==> src/rtl/spim_pkg.sv <==
// Shared constants for the SPI master: register word indices,
// configuration field positions and event bit indices.
package spim_pkg;
    localparam logic [2:0] A_CFG  = 3'd0;
    localparam logic [2:0] A_CTRL = 3'd1;
    localparam logic [2:0] A_STAT = 3'd2;
    localparam logic [2:0] A_EVT  = 3'd3;
    localparam logic [2:0] A_MASK = 3'd4;
    localparam logic [2:0] A_DATA = 3'd5;

    localparam int CFG_POL = 6;
    localparam int CFG_PHA = 7;
    localparam int CFG_LEN = 8;
    localparam int CFG_EN  = 15;
    localparam int TAG_BIT = 16;

    localparam int EV_DONE = 0;
    localparam int EV_OVF  = 1;
    localparam int EV_UNF  = 2;
    localparam int EV_MM   = 3;
    localparam int EV_TXRQ = 4;
    localparam int EV_RXRQ = 5;
    localparam int NUM_EV  = 6;
endpackage

==> src/rtl/spim_fifo.sv <==
// Synchronous FIFO. Assumes a single clock; push when full and pop
// when empty are ignored; clear has priority over push and pop.
module spim_fifo #(
    parameter int W     = 8,
    parameter int DEPTH = 8
) (
    input  logic                       clk,
    input  logic                       rst_n,
    input  logic                       clr,
    input  logic                       push,
    input  logic [W-1:0]               din,
    input  logic                       pop,
    output logic [W-1:0]               dout,
    output logic                       empty,
    output logic                       full,
    output logic [$clog2(DEPTH):0]     level
);
    localparam int PTR_W = $clog2(DEPTH);
    localparam int CNT_W = PTR_W + 1;

    logic [W-1:0]     mem [DEPTH];
    logic [PTR_W-1:0] wr_ptr, rd_ptr;
    logic [CNT_W-1:0] cnt;
    logic             do_push, do_pop;

    assign full    = (cnt == CNT_W'(DEPTH));
    assign empty   = (cnt == '0);
    assign do_push = push && !full;
    assign do_pop  = pop && !empty;
    assign dout    = mem[rd_ptr];
    assign level   = cnt;

    // Storage write
    always_ff @(posedge clk) begin
        if (do_push && !clr) mem[wr_ptr] <= din;
    end

    // Pointer and occupancy tracking
    always_ff @(posedge clk) begin
        if (!rst_n || clr) begin
            wr_ptr <= '0;
            rd_ptr <= '0;
            cnt    <= '0;
        end else begin
            if (do_push) wr_ptr <= (wr_ptr == PTR_W'(DEPTH-1)) ? '0 : wr_ptr + 1'b1;
            if (do_pop)  rd_ptr <= (rd_ptr == PTR_W'(DEPTH-1)) ? '0 : rd_ptr + 1'b1;
            cnt <= cnt + CNT_W'(do_push) - CNT_W'(do_pop);
        end
    end
endmodule

==> src/rtl/spim_shifter.sv <==
// Serial engine: rate divider, mode-dependent edge handling, MSB-first
// shift registers and transfer sequencing by the end-of-transfer tag.
// Assumes CHAR_MAX is a power of two and tx_word is valid while tx_valid.
module spim_shifter #(
    parameter int CHAR_MAX = 16,
    parameter int BRG_W    = 6
) (
    input  logic                      clk,
    input  logic                      rst_n,
    input  logic                      en,
    input  logic [BRG_W-1:0]          rate,
    input  logic                      cpol,
    input  logic                      cpha,
    input  logic [$clog2(CHAR_MAX)-1:0] len_m1,
    input  logic                      go,
    input  logic                      tx_valid,
    input  logic [CHAR_MAX:0]         tx_word,
    output logic                      tx_pop,
    output logic                      rx_push,
    output logic [CHAR_MAX-1:0]       rx_word,
    output logic                      done,
    output logic                      underrun,
    output logic                      busy,
    output logic                      sck,
    output logic                      mosi,
    input  logic                      miso,
    output logic                      cs_n
);
    localparam int LEN_W = $clog2(CHAR_MAX);

    logic [BRG_W-1:0]    cnt;
    logic [LEN_W:0]      ecnt;
    logic [CHAR_MAX-1:0] txsr, rxsr, rx_next, load_val;
    logic [LEN_W-1:0]    sh;
    logic                busy_q, cs_q, sck_q, tag_q;
    logic                tick, lead, edge_end, sample, shift, start_ok, chain;

    assign sh       = LEN_W'(CHAR_MAX-1) - len_m1;
    assign load_val = tx_word[CHAR_MAX-1:0] << sh;
    assign tick     = busy_q && (cnt == rate);
    assign lead     = ~ecnt[0];
    assign edge_end = (ecnt == {len_m1, 1'b1});
    assign sample   = tick && (lead ^ cpha);
    assign shift    = tick && !(lead ^ cpha) && !(cpha && ecnt == '0);
    assign rx_next  = sample ? {rxsr[CHAR_MAX-2:0], miso} : rxsr;
    assign start_ok = en && !busy_q && go && tx_valid;
    assign chain    = tick && edge_end && !tag_q;

    assign tx_pop   = start_ok || (chain && tx_valid);
    assign underrun = (en && !busy_q && go && !tx_valid) || (chain && !tx_valid);
    assign done     = tick && edge_end && tag_q;
    assign rx_push  = tick && edge_end;
    assign rx_word  = rx_next & ({CHAR_MAX{1'b1}} >> sh);
    assign busy     = busy_q;
    assign sck      = sck_q;
    assign cs_n     = cs_q;
    assign mosi     = busy_q & txsr[CHAR_MAX-1];

    // Idle/launch, bit-edge stepping and character chaining
    always_ff @(posedge clk) begin
        if (!rst_n) begin
            busy_q <= 1'b0; cs_q <= 1'b1; sck_q <= 1'b0; tag_q <= 1'b0;
            cnt <= '0; ecnt <= '0; txsr <= '0; rxsr <= '0;
        end else if (!en || !busy_q) begin
            sck_q <= cpol;
            cnt   <= '0;
            ecnt  <= '0;
            busy_q <= start_ok;
            cs_q   <= !start_ok;
            if (start_ok) begin
                txsr  <= load_val;
                tag_q <= tx_word[CHAR_MAX];
                rxsr  <= '0;
            end
        end else begin
            cnt <= tick ? '0 : cnt + 1'b1;
            if (tick) begin
                sck_q <= ~sck_q;
                rxsr  <= rx_next;
                if (edge_end) begin
                    ecnt <= '0;
                    if (!tag_q && tx_valid) begin
                        txsr  <= load_val;
                        tag_q <= tx_word[CHAR_MAX];
                    end else begin
                        busy_q <= 1'b0;
                        cs_q   <= 1'b1;
                    end
                end else begin
                    ecnt <= ecnt + 1'b1;
                    if (shift) txsr <= txsr << 1;
                end
            end
        end
    end
endmodule

==> src/rtl/spim_top.sv <==
// Register-mapped SPI master top: register file, event/mask logic,
// TX/RX queues and the serial engine. Assumes a single clock domain
// and that peer_sel_n and miso are already synchronised.
module spim_top #(
    parameter int FIFO_DEPTH = 8,
    parameter int CHAR_MAX   = 16,
    parameter int BRG_W      = 6
) (
    input  logic        clk,
    input  logic        rst_n,
    input  logic [2:0]  bus_addr,
    input  logic        bus_we,
    input  logic        bus_re,
    input  logic [31:0] bus_wdata,
    output logic [31:0] bus_rdata,
    output logic        irq,
    output logic        sck,
    output logic        mosi,
    input  logic        miso,
    output logic        cs_n,
    input  logic        peer_sel_n
);
    import spim_pkg::*;
    localparam int LEN_W = $clog2(CHAR_MAX);
    localparam int LVL_W = $clog2(FIFO_DEPTH) + 1;

    logic [15:0]          cfg_q;
    logic [NUM_EV-1:0]    evt_q, mask_q, ev_set, ev_clr;
    logic                 ready_q, en, cpol, go;
    logic                 tx_clr, rx_clr, tx_push, rx_pop;
    logic                 tx_empty, tx_full, rx_empty, rx_full;
    logic [CHAR_MAX:0]    tx_head;
    logic [CHAR_MAX-1:0]  rx_head, rx_word;
    logic [LVL_W-1:0]     tx_level, rx_level_unused;
    logic                 tx_pop, rx_push, done_pulse, unf_pulse, shf_busy;
    logic                 unused_wdata;

    assign unused_wdata = ^bus_wdata[31:17];
    assign en     = cfg_q[CFG_EN];
    assign cpol   = cfg_q[CFG_POL];
    assign go     = bus_we && bus_addr == A_CTRL && bus_wdata[2];
    assign rx_clr = bus_we && bus_addr == A_CTRL && bus_wdata[0];
    assign tx_clr = bus_we && bus_addr == A_CTRL && bus_wdata[1];
    assign tx_push = bus_we && bus_addr == A_DATA;
    assign rx_pop  = bus_re && bus_addr == A_DATA;
    assign ev_clr  = (bus_we && bus_addr == A_EVT) ? bus_wdata[NUM_EV-1:0] : '0;
    assign irq     = |(evt_q & ~mask_q);

    // Event sources
    always_comb begin
        ev_set          = '0;
        ev_set[EV_DONE] = done_pulse;
        ev_set[EV_OVF]  = rx_push && rx_full;
        ev_set[EV_UNF]  = unf_pulse;
        ev_set[EV_MM]   = en && !peer_sel_n;
        ev_set[EV_TXRQ] = tx_pop && !tx_empty && tx_level == LVL_W'(1);
        ev_set[EV_RXRQ] = rx_push && rx_empty;
    end

    // Configuration, mask, ready and sticky events
    always_ff @(posedge clk) begin
        if (!rst_n) begin
            cfg_q   <= '0;
            mask_q  <= '1;
            evt_q   <= '0;
            ready_q <= 1'b0;
        end else begin
            if (bus_we && bus_addr == A_CFG)  cfg_q  <= bus_wdata[15:0];
            if (bus_we && bus_addr == A_MASK) mask_q <= bus_wdata[NUM_EV-1:0];
            evt_q   <= (evt_q & ~ev_clr) | ev_set;
            ready_q <= en;
        end
    end

    // Register read multiplexer
    always_comb begin
        bus_rdata = '0;
        case (bus_addr)
            A_CFG:  bus_rdata[15:0] = cfg_q;
            A_STAT: bus_rdata[4:0]  = {shf_busy, irq, ready_q, rx_empty, tx_full};
            A_EVT:  bus_rdata[NUM_EV-1:0] = evt_q;
            A_MASK: bus_rdata[NUM_EV-1:0] = mask_q;
            A_DATA: bus_rdata[CHAR_MAX-1:0] = rx_head;
            default: bus_rdata = '0;
        endcase
    end

    spim_fifo #(.W(CHAR_MAX+1), .DEPTH(FIFO_DEPTH)) tx_q_i (
        .clk(clk), .rst_n(rst_n), .clr(tx_clr),
        .push(tx_push), .din({bus_wdata[TAG_BIT], bus_wdata[CHAR_MAX-1:0]}),
        .pop(tx_pop), .dout(tx_head), .empty(tx_empty), .full(tx_full),
        .level(tx_level));

    spim_fifo #(.W(CHAR_MAX), .DEPTH(FIFO_DEPTH)) rx_q_i (
        .clk(clk), .rst_n(rst_n), .clr(rx_clr),
        .push(rx_push), .din(rx_word),
        .pop(rx_pop), .dout(rx_head), .empty(rx_empty), .full(rx_full),
        .level(rx_level_unused));

    spim_shifter #(.CHAR_MAX(CHAR_MAX), .BRG_W(BRG_W)) shf_i (
        .clk(clk), .rst_n(rst_n), .en(en),
        .rate(cfg_q[BRG_W-1:0]), .cpol(cpol), .cpha(cfg_q[CFG_PHA]),
        .len_m1(cfg_q[CFG_LEN +: LEN_W]), .go(go),
        .tx_valid(!tx_empty), .tx_word(tx_head), .tx_pop(tx_pop),
        .rx_push(rx_push), .rx_word(rx_word),
        .done(done_pulse), .underrun(unf_pulse), .busy(shf_busy),
        .sck(sck), .mosi(mosi), .miso(miso), .cs_n(cs_n));
endmodule

==> config.mk <==
export PLATFORM = sky130hd
export DESIGN_NAME = spim_top
export DESIGN_NICKNAME = d
export VERILOG_FILES = /design/src/rtl/spim_pkg.sv /design/src/rtl/spim_fifo.sv /design/src/rtl/spim_shifter.sv /design/src/rtl/spim_top.sv
export SDC_FILE = /design/constraint.sdc
export NUM_CORES = 1
export LEC_CHECK = 0
export BUFFER_PORTS_ARGS = -buffer_cell sky130_fd_sc_hd__buf_2
export CAP_MARGIN = 10
export CORE_ASPECT_RATIO = 1.5
export CORE_MARGIN = 4
export CORE_UTILIZATION = 43
export CTS_BUF_LIST = sky130_fd_sc_hd__clkbuf_8
export DETAILED_ROUTE_END_ITERATION = 10
export PLACE_DENSITY_LB_ADDON = 0.15
export SETUP_SLACK_MARGIN = 0.05
export SLEW_MARGIN = 10
export SYNTH_ARGS = -nofsm -noshare
export SYNTH_HDL_FRONTEND = slang
export SYNTH_HIERARCHICAL = 1
export SYNTH_SLANG_ARGS = --single-unit
==> constraint.sdc <==
create_clock -name clk -period 10.5 [get_ports clk]
set_input_delay 1.05 -clock clk [delete_from_list [all_inputs] [get_ports clk]]
set_output_delay 1.05 -clock clk [all_outputs]
set_load 0.02 [all_outputs]
==> impl_metrics.toml, run 1 <==
[floorplanning]
rows = 87
die_h_um = 248
die_width_um = 168
core_area_um2 = 37800
initial_utilization_pct = 43.7
die-area_um2 = 41700
ios = 77

[drt]
drt-initial-drc-count = 708
firstDrtPassIters = 5
viasPerCell = 5.56
drc = 0
wl_mm = 38.5
vias = 9813
post_drt_wl_per_cell_um = 21.8
antenna_left = 0

[worst_hold_path]
whs_endpoint = "shf_i/txsr[6]"
holdPathStages = 2
min-delay-start = "shf_i/txsr[6]"
hp-class = "register to register"

[setup_path]
crit_type = "register to output port"
path_delay_family = "multiplexers"
worstPathMaxFanout = 32
cpMaxStageDelayCell = "dfxtp_2"
cp.arrival_ps = 3430
cp-start-kind = "register"
r2r_slack_ps = 6200
end_kind = "output port"
reg2reg_to = "rx_q_i/mem[7][1]"
worstPathCellList = "mux4_1, mux2_2, mux2_2, a22oi_1, o22ai_1, buf_2"
crit_top_cell = "mux2_2"
crit_buf_inv = 1
critPathMaxStageDelay_ps = 1020
cp_data_required_time_ps = 9450
r2r_cells = 7
rr_startpoint = "cfg_q[9]"

[power_and_ir_drop]
p_total_mw = 2.79
vdd_drop_max_mv = 0.0912
leakage_nw = 6.17
clockPowerShare_pct = 40.9
p_comb_share_pct = 3.6
p_int_mw = 2.18
pwr_density_cell_nw_per_um2 = 153
p_sw_share_pct = 22.0
p_sw_mw = 0.615
p_seq_share_pct = 55.5

[sta]
setup_tns_ps = 0
skew_ps = 34.5
drv_slew = 0
relSlewSlack_pct = 23.9
fmax_mhz = 223
fin_crit_sh_pct = 42.6
worstMarginPinSlew_ps = 1140
finalHoldViolCount = 0
setup_viol = 0
grt_setup_unrepaired = "false"
fin_crit_ps = 4480

[placement]
dpl.hpwl_mm = 25.1
port_buffers = 45
gp_congestion = 0.831

[clocking]
cts_resized = 0
clk-insertion-delay-late_ps = 610
cts-root-buf = "clkbuf_8"
cts_tree = "built"
path_clk_slew_ps = 70
cts.sinks = 366
cts_hold_buf = 0
cts_setup_buffers = 0
clock_path_buffers = 3
htreeDepth = 2
cts_buffers = 55

[global_route]
antenna_found_initial = 1
grt_pass1_wl_mm = 58.4
grt_use_total_pct = 18.2
grt_max_degree = 57
grt-ovfl-total = 0
first_global_vias = 9885

[synth]
yosysTopAreaCellShare_pct = 48.0
ys_ff_latch = 366
synth_warnings = 6
seq_area_frac_synth_pct = 60.4
synth-async-reset-ratio_pct = 0
synth_cell_types = 74
synth_top_cell_by_area = "edfxtp_1"
synthFlopType = "edfxtp_1"
synth_cells = 1167
yosysMostFrequentCell = "edfxtp_1"
synth.avg_cell_area_um2 = 14.2
synth_edf_count = 264
synth_area_leaders = "edfxtp_1 (48%), dfxtp_1 (12%), mux4_1 (8.0%), mux2i_1 (3.2%), mux4_2 (2.7%)"
netlist_top_cells_count = "edfxtp_1 (264), dfxtp_1 (102), nand2_1 (96), nor2_1 (69), mux2i_1 (53)"
synth_area_um2 = 16500

[outcome]
status = "completed"

[cells_and_area]
layout-drive-gt1-share_pct = 18.3
register_area_um2 = 9970
nNetsFinal = 1294
multi_input_area_um2 = 5990
fillers = 3329
syn2layout_area_growth_pct = 10.4

[run]
maxCapViolCount = 0
## metrics by stage
stage	worst slack (ps)	area (um^2)	utilization [%]	hold WS, ps	cells
final	6020	18200	48.3	467	1764
after global routing	5850	18200	48.3	485	1764
after CTS	5880	18200	48.3	463	1763
after detailed placement	6210	17100	45.4	453	1660
after global placement	6270	17100	45.4	449	1660
after floorplan	6570	16600	-	434	1182
## cell usage in the layout, fill, tap and decap left out, types with 20 or more instances in the layout
cell type / netlist / layout
ha_1: 23 / 23
nand2_1: 96 / 96
mux4_1: 50 / 50
a21oi_1: 51 / 51
nand3_1: 41 / 41
clkbuf_8: 0 / 60
mux4_2: 20 / 20
inv_1: 37 / 56
o21ai_0: 21 / 21
buf_4: 20 / 26
nor2_1: 69 / 64
buf_2: 15 / 45
mux2i_1: 53 / 53
mux2_2: 39 / 39
edfxtp_1: 264 / 264
dfxtp_1: 102 / 100
## metal layers
metal,global-route usage (%),vias up,routed length [um]
li1,-,4574,-
met1,21.5,4986,15500
met2,34.0,187,20700
met3,2.67,66,1210
met4,6.26,0,1080
met5,0,-,0
## worst max-delay path by stage
stage,to,slack [ps],cells after the start
floorplan,tx_q_i/mem[0][0],6570,7
global placement,rx_q_i/mem[7][1],6270,7
detailed placement,rx_q_i/mem[7][1],6210,7
CTS,bus_rdata[4],5880,6
global route,bus_rdata[4],5850,6
finish,bus_rdata[4],6020,6
## registers in the layout, indices dropped and copies added (netlist names), named ones only
signal,cells
shf_i/sck,1
mask_q,6
ready_q,1
shf_i/txsr,16
evt_q,6
rx_q_i/mem,128
rx_q_i/level,4
tx_q_i/level,4
tx_q_i/rd_ptr,3
cfg_q,16
shf_i/tag_q,1
shf_i/cnt,6
shf_i/ecnt,5
rx_q_i/rd_ptr,3
shf_i/cs_n,1
tx_q_i/mem,136
shf_i/rxsr,16
rx_q_i/wr_ptr,3
tx_q_i/wr_ptr,3
shf_i/busy,1
## cell families (layout without fill, tap and decap cells)
| kind of cell | count (synthesis) | count (layout) | share of synthesized area [%] |
|---|---|---|---|
| mux | 162 | 162 | 16.6 |
| xor+xnor | 18 | 18 | 0.955 |
| compound gates | 169 | 169 | 7.15 |
| buf+inv | 120 | 212 | 3.87 |
| other cells | 1 | 17 | 0.0227 |
| fa+ha+maj | 25 | 25 | 1.99 |
| simple gates | 306 | 306 | 9.08 |
| flops | 366 | 366 | 60.4 |
## final cells by class
type	instances	share of cell area, %
inverter	38	0.782
clock inverter	43	1.44
multi-input combinational	696	32.9
tap	489	3.36
sequential	366	54.7
timing repair buffer	71	2.31
clock buffer	60	4.53
antenna	1	0.0137
## power by group through the flow
stage,Combinational [mW],Clock (mW),Sequential [mW]
floorplan,0.0714,0,1.58
global placement,0.101,0,1.58
detailed placement,0.103,0,1.58
CTS,0.103,1.18,1.55
global route,0.112,1.25,1.55
finish,0.102,1.14,1.55
## worst min-delay path, delay by kind of cell (launching register included)
kind / cells / cell delay [ps]
AO/OA/AOI/OAI: 1 / 60
buffers and inverters: 1 / 60
flip-flops: 1 / 300
Power figures use the tool's default switching activity.
==> inputs of run 2 (changes only) <==
- ABC_AREA: default -> 1
- clock period: 10.5 -> 4.37 ns (I/O delays scaled with it)
==> run 2 against run 1 <==
- final area increased by 10%
- die area increased by 10%
- first-iteration DRC count increased by 12%
- power increased by 150%
- via count increased by 42%
- sequential share of layout area decreased by 5.0 points
- count of clock-buffer cells in the layout increased by 5
- worst hold slack got worse by 350 ps
- clock skew decreased by 14 ps
- critical path type unchanged
==> impl_metrics.toml, run 2 <==
[setup_path]
reg2reg_to = "tx_q_i/level[2]"
cp-start-kind = "register"
cp.arrival_ps = 3450
r2r_slack_ps = 1170
cpMaxStageDelayCell = "clkinv_1"
rr_startpoint = "cfg_q[9]"
critPathMaxStageDelay_ps = 970
crit_buf_inv = 3
worstPathCellList = "buf_4, clkinv_1, nand3_1, nand2_1, nand2_1, nand2_1, nand2_1, nand4_1, buf_2"
path_delay_family = "buffers and inverters"
worstPathMaxFanout = 33
cp_data_required_time_ps = 3930
crit_type = "register to output port"
end_kind = "output port"
r2r_cells = 18
crit_top_cell = "nand2_1"

[power_and_ir_drop]
leakage_nw = 9.38
p_comb_share_pct = 4.8
vdd_drop_max_mv = 0.254
p_sw_mw = 1.57
p_int_mw = 5.27
p_sw_share_pct = 22.9
pwr_density_cell_nw_per_um2 = 341
p_seq_share_pct = 54.5
p_total_mw = 6.84
clockPowerShare_pct = 40.7

[worst_hold_path]
hp-class = "input port to register"
whs_endpoint = "tx_q_i/mem[1][16]"
holdPathStages = 1
min-delay-start = "bus_wdata[16]"

[placement]
gp_congestion = 0.870
dpl.hpwl_mm = 29.5
port_buffers = 45
post-place-cells = 2793
placed_cell_area_um2 = 18900

[drt]
wl_mm = 44.5
post_drt_wl_per_cell_um = 15.3
vias = 13936
drt-initial-drc-count = 791
antenna_left = 0
drc = 0
firstDrtPassIters = 5
viasPerCell = 4.80

[clocking]
cts.sinks = 366
cts_buffers = 58
cts_resized = 0
cts_setup_buffers = 0
clock_path_buffers = 3
path_clk_slew_ps = 60
cts-root-buf = "clkbuf_8"
cts_hold_buf = 1
clk-insertion-delay-late_ps = 610
htreeDepth = 2
cts_tree = "built"

[global_route]
grt_max_degree = 69
grtUsageMet1_pct = 22.5
first_global_vias = 13469
grt_pass1_wl_mm = 71.1
grt-ovfl-total = 0
gr-max-usage-layer = "met2"
use_met3_pct = 2.46
grt_use_total_pct = 19.3
met2_usage_pct = 36.5
antenna_found_initial = 1

[cells_and_area]
fillers = 4101
nNetsFinal = 2356
most-common-layout-cells = "nand2_1 (723), inv_1 (427), edfxtp_1 (264), nand3_1 (261), nor2_1 (151)"
layout-drive-gt1-share_pct = 9.50
utilization_pct = 47.8
top_register = "tx_q_i/mem"
mostFrequentLayoutCell = "nand2_1"
fin_cells = 2902
largest_reg_flops = 136
syn2layout_area_growth_pct = 9.87
top_regs = "tx_q_i/mem (136), rx_q_i/mem (128)"
finish.instance_area_um2 = 20100

[synth]
seq_area_frac_synth_pct = 54.6
synth_warnings = 6
synth_edf_count = 264
synth_area_um2 = 18300
ys_ff_latch = 366
netlist_top_cells_count = "nand2_1 (723), inv_1 (410), edfxtp_1 (264), nand3_1 (261), nor2_1 (151)"
synth.avg_cell_area_um2 = 8.19
synthFlopType = "edfxtp_1"
yosysMostFrequentCell = "nand2_1"
synth-async-reset-ratio_pct = 0
synth_cells = 2231
synth_top_cell_by_area = "edfxtp_1"
synth_area_leaders = "edfxtp_1 (43%), nand2_1 (15%), dfxtp_1 (11%), inv_1 (8.4%), nand3_1 (7.2%)"
synth_cell_types = 40
yosysTopAreaCellShare_pct = 43.4

[sta]
fin_crit_ps = 3890
grt_setup_unrepaired = "false"
relSlewSlack_pct = 28.4
skew_ps = 20.2
finalHoldViolCount = 0
setup_tns_ps = 0
drv_slew = 0
fmax_mhz = 257
worstMarginPinSlew_ps = 1070
fin_crit_sh_pct = 88.9
setup_viol = 0

[run]
maxCapViolCount = 0

[floorplanning]
ios = 77
die_h_um = 260
rows = 92
initial_utilization_pct = 43.5
core_area_um2 = 42000
die_width_um = 176
die-area_um2 = 45900

[outcome]
status = "completed"
[run 2: cells by family after synthesis]
family	Yosys count	synth area share, %
buffers and inverters	523	12.3
AO/OA/AOI/OAI	101	2.82
XOR/XNOR	9	0.473
other	1	0.0205
flip-flops	366	54.6
AND/OR/NAND/NOR	1206	27.9
adder cells (fa/ha/maj)	25	1.80
[run 2: how the worst max path moves through the flow]
| stage | startpoint | endpoint | cells after the start | slack (ps) |
|---|---|---|---|---|
| floorplan | shf_i/cnt[0] | rx_q_i/mem[6][0] | 10 | 1240 |
| global placement | bus_we | tx_q_i/level[2] | 17 | 1040 |
| detailed placement | bus_addr[2] | tx_q_i/level[2] | 18 | 1060 |
| CTS | register | bus_rdata[2] | 11 | 710 |
| global route | register | bus_rdata[1] | 11 | 100 |
| finish | register | bus_rdata[5] | 9 | 480 |
[run 2: power by group through the flow]
stage	clock network [mW]	logic, mW	registers [mW]
after floorplan	0	0.229	3.80
after global placement	0	0.327	3.80
after detailed placement	0	0.333	3.80
after CTS	2.88	0.335	3.73
after global routing	3.03	0.371	3.73
final	2.78	0.331	3.73
[run 2: through the flow]
step	setup WS (ps)	hold slack [ps]
global placement	1040	449
global route	95.5	100
floorplan	1240	439
finish	485	114
detailed placement	1060	461
CTS	708	71.0
[run 2: per-layer routing]
metal  vias up  wire, um
met4         0      1360
li1       7043         -
met1      6500     18000
met5         -         0
met2       298     23500
met3        95      1630
[run 2: worst register-to-register path, stage by stage (launching register included)]
cell and delay, ps:
dfxtp_1 590, inv_2 210, nand2_1 110, nand2_1 50
nor2_1 70, nand3_1 160, nor2_2 230, nand2_1 100
o21ai_1 140, buf_4 170, inv_1 40, nor2_1 130
ha_1 250, inv_1 60, ha_1 150, inv_1 50
fa_1 370, xor2_1 140, nor2_1 50
[run 2: layout make-up]
cell class                 instances  area (um^2)  area share (%)
sequential                       366         9970            49.7
multi-input combinational       1357         6170            30.8
inverter                         427         1600            8.00
clock buffer                      65          895            4.46
tap                              564          706            3.52
timing repair buffer              80          490            2.44
clock inverter                    42          220            1.10
antenna                            1         2.50          0.0125
